**src/rtl/chan_trig_pkg.sv**
```systemverilog
package chan_trig_pkg;

    typedef enum logic {
        MODE_LEVEL = 1'b0,
        MODE_EDGE  = 1'b1
    } chan_mode_e;

    typedef struct packed {
        logic cur;
        logic prev;
        logic hist_ok;
    } chan_obs_t;

    // one channel's verdict; unmasked channels always agree
    function automatic logic chan_ok(
        input logic       in_mask,
        input chan_mode_e mode,
        input logic       want,
        input chan_obs_t  obs
    );
        logic lvl;
        lvl = (obs.cur == want);
        if (!in_mask)
            return 1'b1;
        if (mode == MODE_EDGE)
            return lvl && obs.hist_ok && (obs.prev != obs.cur);
        return lvl;
    endfunction

endpackage

```
**src/rtl/trig_sample_hist.sv**
```systemverilog
module trig_sample_hist #(
    parameter int unsigned NCH = 16
) (
    input  logic           clk,
    input  logic           rst,
    input  logic [NCH-1:0] smp_data,
    input  logic           smp_valid,
    output logic [NCH-1:0] prev_data,
    output logic           hist_ok
);
    always_ff @(posedge clk) begin
        if (rst) begin
            prev_data <= '0;
            hist_ok   <= 1'b0;
        end else if (smp_valid) begin
            prev_data <= smp_data;
            hist_ok   <= 1'b1;
        end
    end
endmodule

```
**src/rtl/trig_chan_match.sv**
```systemverilog
module trig_chan_match
    import chan_trig_pkg::*;
#(
    parameter int unsigned NCH = 16
) (
    input  logic [NCH-1:0] cur_data,
    input  logic [NCH-1:0] prev_data,
    input  logic           hist_ok,
    input  logic [NCH-1:0] want,
    input  logic [NCH-1:0] edge_sel,
    input  logic [NCH-1:0] mask,
    output logic           all_ok
);
    logic [NCH-1:0] per_ok;

    for (genvar i = 0; i < NCH; i++) begin : g_ch
        chan_obs_t  obs;
        chan_mode_e mode;
        always_comb begin
            obs.cur     = cur_data[i];
            obs.prev    = prev_data[i];
            obs.hist_ok = hist_ok;
            mode        = edge_sel[i] ? MODE_EDGE : MODE_LEVEL;
            per_ok[i]   = chan_ok(mask[i], mode, want[i], obs);
        end
    end

    assign all_ok = &per_ok;
endmodule

```
**src/rtl/trig_latch.sv**
```systemverilog
module trig_latch (
    input  logic clk,
    input  logic rst,
    input  logic enable,
    input  logic fire,
    output logic hit
);
    always_ff @(posedge clk) begin
        if (rst || !enable)
            hit <= 1'b0;
        else if (fire)
            hit <= 1'b1;
    end
endmodule

```
**src/rtl/chan_trigger.sv**
```systemverilog
module chan_trigger #(
    parameter int unsigned NCH    = 16,
    parameter int unsigned EN_POS = 2
) (
    input  logic             clk,
    input  logic             rst,
    input  logic [NCH-1:0]   smp_data,
    input  logic             smp_valid,
    input  logic [2*NCH-1:0] sel_word,
    input  logic [2*NCH-1:0] ctl_word,
    output logic             trig_hit
);
    localparam int unsigned CW = 2 * NCH;

    logic [NCH-1:0] want, edge_sel, mask, prev_data;
    logic           hist_ok, all_ok, enable, fire;

    assign want     = sel_word[NCH-1:0];
    assign edge_sel = sel_word[CW-1:NCH];
    assign mask     = ctl_word[CW-1:NCH];
    assign enable   = ctl_word[EN_POS];

    trig_sample_hist #(.NCH(NCH)) u_hist (
        .clk       (clk),
        .rst       (rst),
        .smp_data  (smp_data),
        .smp_valid (smp_valid),
        .prev_data (prev_data),
        .hist_ok   (hist_ok)
    );

    trig_chan_match #(.NCH(NCH)) u_match (
        .cur_data  (smp_data),
        .prev_data (prev_data),
        .hist_ok   (hist_ok),
        .want      (want),
        .edge_sel  (edge_sel),
        .mask      (mask),
        .all_ok    (all_ok)
    );

    assign fire = smp_valid && all_ok;

    trig_latch u_latch (
        .clk    (clk),
        .rst    (rst),
        .enable (enable),
        .fire   (fire),
        .hit    (trig_hit)
    );
endmodule

```
**config.mk**
```make
export PLATFORM = sky130hd
export DESIGN_NAME = chan_trigger
export DESIGN_NICKNAME = d
export VERILOG_FILES = /design/src/rtl/chan_trig_pkg.sv /design/src/rtl/trig_sample_hist.sv /design/src/rtl/trig_chan_match.sv /design/src/rtl/trig_latch.sv /design/src/rtl/chan_trigger.sv
export SDC_FILE = /design/constraint.sdc
export NUM_CORES = 1
export LEC_CHECK = 0
export ABC_AREA = 1
export ABC_CLOCK_PERIOD_IN_PS = 2800
export BUFFER_PORTS_ARGS = -buffer_cell sky130_fd_sc_hd__clkbuf_2
export CAP_MARGIN = 20
export CORE_MARGIN = 2
export CORE_UTILIZATION = 35
export CTS_CLUSTER_SIZE = 24
export DETAILED_ROUTE_END_ITERATION = 7
export GPL_ROUTABILITY_DRIVEN = 0
export GPL_TIMING_DRIVEN = 0
export PLACE_DENSITY = 0.69
export SLEW_MARGIN = 20
export SYNTH_ARGS = -nofsm -noshare
export SYNTH_HDL_FRONTEND = slang
export SYNTH_SLANG_ARGS = --single-unit
```
**constraint.sdc**
```tcl
create_clock -name clk -period 2.8 [get_ports clk]
set_clock_uncertainty 0.15 [all_clocks]
set_input_delay 0.28 -clock clk [delete_from_list [all_inputs] [get_ports clk]]
set_output_delay 0.28 -clock clk [all_outputs]
set_load 0.01 [all_outputs]
```
Yosys cells after proc, flatten, opt, wreduce, memory -nomap -nowiden
Index checks and enable logic that the tools add are counted.
- flip-flop bits (word level): 18
- input bits: 83
- output and inout port bits: 1
- word-level logic and storage cells: 183
- equality and inequality tests: 32
- muxes and demuxes: 112
- reduce and logical (&&, ||, !) cells: 36
- operator list (kind ; number):
    $mux 1 ; 112
    $logic_and 1x1->1 ; 33
    $eq 1x1->1 ; 16
    $ne 1x1->1 ; 16
    $reduce_and 16->1 ; 1
    $logic_not 1->1 ; 1
    $logic_or 1x1->1 ; 1

Depth between registers and ports, before layout
- depth in word-level cells: 8
- mapped depth: 10
- depth with buffers taken out: 10

Cells and area by module
A second synthesis with hierarchy kept.
- cell total of the unflattened synthesis: 255
- area total of the unflattened synthesis: 1455.1 µm²
- by module, submodules not included (module ; times used ; cells an instance ; area each (µm²) ; seq. area each (µm²)):
    trig_sample_hist ; 1 ; 105 ; 767.0 ; 340.3
    trig_chan_match ; 1 ; 143 ; 645.6 ; 0.0
    trig_latch ; 1 ; 5 ; 35.0 ; 20.0
    chan_trigger ; 1 ; 2 ; 7.5 ; 0.0

Least setup slack after synthesis
OpenSTA, ideal clock, no wires.
- path kind: flip-flop to flip-flop
- start: reg u_hist.hist_ok
- end: reg u_latch.hit
- setup time: 0.070 ns
- arrival: 1.066 ns
- required time: 2.580 ns
- setup slack: 1.514 ns
- cell stages (with the launch flop): 10
- buffers on the path: 1
- period minus slack after synthesis: 1.286 ns
- cells stage by stage: dfxtp_1 buf_6 o21ai_1 nand2_1 nand3_1 nand2_1 nand2_1 nor2_1 nand4_1 a21oi_1
- longest elaborated chain between the ends: 7
- elaborated cells on any way between the ends: 82
- classes of those cells: mux: 48; reduce/logical: 34
- RTL lines (item ; line ; text):
    from (decl) ; trig_sample_hist.sv:9 ; output logic hist_ok
    from (signal assigned) ; trig_sample_hist.sv:14 ; hist_ok <= 1'b0;
    from (signal assigned) ; trig_sample_hist.sv:17 ; hist_ok <= 1'b1;
    $logic_and 1x1->1 (2 in a row) ; chan_trig_pkg.sv:26 ; return lvl && obs.hist_ok && (obs.prev != obs.cur);
    $mux 1 ; chan_trig_pkg.sv:25 ; if (mode == MODE_EDGE)
    $mux 1 ; chan_trig_pkg.sv:27 ; return lvl;
    $mux 1 ; chan_trig_pkg.sv:25 ;
    $reduce_and 16->1 * ; trig_chan_match.sv:28 ; assign all_ok = &per_ok;
    $logic_and 1x1->1 * ; chan_trigger.sv:42 ; assign fire = smp_valid && all_ok;
    to (signal assigned) ; trig_latch.sv:10 ; hit <= 1'b0;
    to (signal assigned) ; trig_latch.sv:12 ; hit <= 1'b1;
    to (decl) ; trig_latch.sv:6 ; output logic hit
Mark *: on every way between the ends. The rest lies on a longest branch, timed or not.
A chain may end at the register's enable or synchronous reset.

==> metrics.md <==
| Metric | Value |
|---|---|
| Slew headroom | `0.6769` |
| Global-route wire length before repair | `5816 um` |
| Clock Latency Late Sink | `300 ps` |
| Type of the worst min-delay path | `input port to flop` |
| Initial Util | `0.3653` |
| DR iter-0 viols | `43` |
| Slowest cell on the critical path | `dlygate4sd3_1` |
| Synth top area share | `0.2933` |
| Startpoint class of the critical path | `input port` |
| Most frequent cells after synthesis | `95 x nand2_1, 21 x nor2_1, 18 x dfxtp_1, 18 x o21ai_0, 16 x nand3_1` |
| Syn Area/Cell | `5.585 um^2` |
| P per Cell Area | `367.9 nW/um^2` |
| Dominant cell by count in the synthesized netlist | `nand2_1` |
| CTS tree | `done` |
| Final setup viols | `0` |
| Synthesis-to-finish area growth | `36.15%` |
| Post-synth top area cell | `dfxtp_1` |
| Clk root buf | `clkbuf_4` |
| Cells along the critical path | `dlygate4sd3_1 -> clkbuf_2 -> inv_1 -> clkbuf_1 -> o21ai_0 -> a21oi_1` |
| ANT cells | `0` |
| Syn_nets | `303` |
| Layout cells sized above 1 | `0.2628` |
| Initial antenna violation count | `0` |
| Place WS | `1188 ps` |
| Crit path kind | `input port to flop` |
| Clk buf depth | `2` |
| Max cap viols | `0` |
| Placed instance area | `1627 um^2` |
| Total CTS buffers | `3` |
| Vias in the first global route | `1452` |
| RSZ-0062 raised after global routing | `false` |
| Die outline area | `4001 um^2` |
| Gr usage total | `0.1765` |
| Setup_tns | `0 ps` |
| LEAKAGE | `0.0009279 uW` |
| Post-route cell area | `1673 um^2` |
| Cell count after placement | `334` |
| # nets final | `377` |
| Critical path peak fanout | `10` |
| Max-slew violation count | `0` |
| Synth warnings | `0` |
| FF+latch count, synth | `18` |
| Port bufs | `68` |
| Worst Tran Pin Value | `484.7 ps` |
| Wire per inst | `9.746 um` |
| Fmax | `609.4 MHz` |
| DRC | `0` |
| Unique masters post-synth | `15` |
| Critical path arrival | `1730 ps` |
| CP Capture Type | `flop` |
| Mapped Area | `1229 um^2` |
| CTS H-tree depth | `1` |
| Top post-synthesis cells by area | `dfxtp_1 29%, nand2_1 29%, o21ai_0 7.3%, nand3_1 6.5%, nor2_1 6.4%` |
| Synth async-reset ratio | `0` |
| Final hold viol count | `0` |
| Top_reg_cell synth | `dfxtp_1` |
| Post-synth EDFFs | `0` |
| Die width | `63.25 um` |
| DR vias | `1545` |
| Std-Cell Rows | `21` |
| Post-CTS Setup Inserts | `0` |
| Ports | `84` |
| Clock transition at path regs | `110 ps` |
| Post-DP HPWL | `2660 um` |
| CTS sink cnt | `18` |
| Period utilization | `0.5861` |
| Die Y | `63.25 um` |
| Largest net degree at the start of global routing | `11` |
| CORE AREA | `3363 um^2` |
| Detailed Routing Iterations Pass 1 | `4` |
| Total Routed Length | `3304 um` |
| Grt total ovfl | `0` |
| CP peak stage delay | `540 ps` |
| Post-Synthesis Cells | `220` |
| Finished Layout Cells | `339` |
| Max VDD drop | `287.3 uV` |
| Post-route minimum period | `1641 ps` |
| Fin util | `0.4974` |
| Final ANT Viol Nets | `0` |
| Status | `completed` |
| Routed vias/inst | `4.558` |
| Register area share after synthesis | `0.2933` |
| Smallest setup slack after layout | `1159 ps` |
| WP data required | `2890 ps` |
-- cell usage in the layout (no fill, tap or decap) --
cell / n
dfxtp_1: 18
inv_1: 14
buf_6: 1
clkbuf_8: 1
clkbuf_4: 3
or2_2: 2
o21ai_2: 2
nand3_1: 16
a21boi_0: 1
nand4_1: 1
a21oi_1: 11
or2_1: 4
nor2_1: 21
dlygate4sd3_1: 1
clkbuf_2: 68
clkbuf_1: 4
nand2_1: 95
o21ai_1: 12
o21ai_0: 18
-- stage by stage --
step           power [uW]  hold WS (ps)
2_1_floorplan       378.4         199.1
3_3_place_gp        456.1         285.5
3_5_place_dp        458.9         296.0
4_1_cts             621.3         26.34
5_1_grt             661.6         38.45
6_report            615.4         38.39
-- final timing paths --
| check | startpoint | to | slack [ps] | cells after the start |
|---|---|---|---|---|
| max | rst | u_hist.prev_data[14] | 1160 | 6 |
| min | ctl_word[2] | u_latch.hit | 40 | 3 |
| max reg2reg | u_hist.hist_ok | u_latch.hit | 1190 | 9 |
| min reg2reg | u_latch.hit | u_latch.hit | 310 | 2 |
-- report_power, final --
part | switching [uW] | internal [uW] | total (uW)
clock | 83.0 | 79.4 | 162
sequential | 13.7 | 273 | 287
combinational | 87.0 | 79.2 | 166
-- cell families (layout without fill, tap and decap cells) --
logic type / after synthesis / after routing / synth area share
AOI/OAI and AO/OA: 44 / 44 / 0.1874
buffers and inverters: 19 / 92 / 0.06415
DFF: 18 / 18 / 0.2933
and+or+nand+nor: 139 / 139 / 0.4552
-- worst max-delay path, delay by kind of cell --
family          cells  cell delay [ps]
compound gates      2              290
buf+inv             4             1170
-- layout make-up --
type,instances,area [um^2]
fillers,386,1690
multi-input cells,183,789.5
flip-flops and latches,18,360.3
repair buffers,69,350.3
well taps,46,57.56
inverters,14,52.55
clock buffers,4,36.28
plain buffers,5,26.28
-- flip-flops by register name, indices dropped and copies added (netlist names) --
name / count
u_hist.hist_ok: 1
u_hist.prev_data: 16
u_latch.hit: 1
-- metal layers --
layer	up-vias	wire (um)	share of wire	GRT usage
met5	-	0	0	0
met4	0	22	0.0067	0.02446
met3	4	135	0.041	0.03393
met2	29	1646	0.50	0.3245
met1	655	1499	0.45	0.2177
li1	857	-	-	-
-- what timing repair did --
action	4_1_cts	5_1_grt
resized for setup	0	0
hold buffers	1	0
endpoints found under the hold margin	1	0
(Power assumes the default switching activity.)
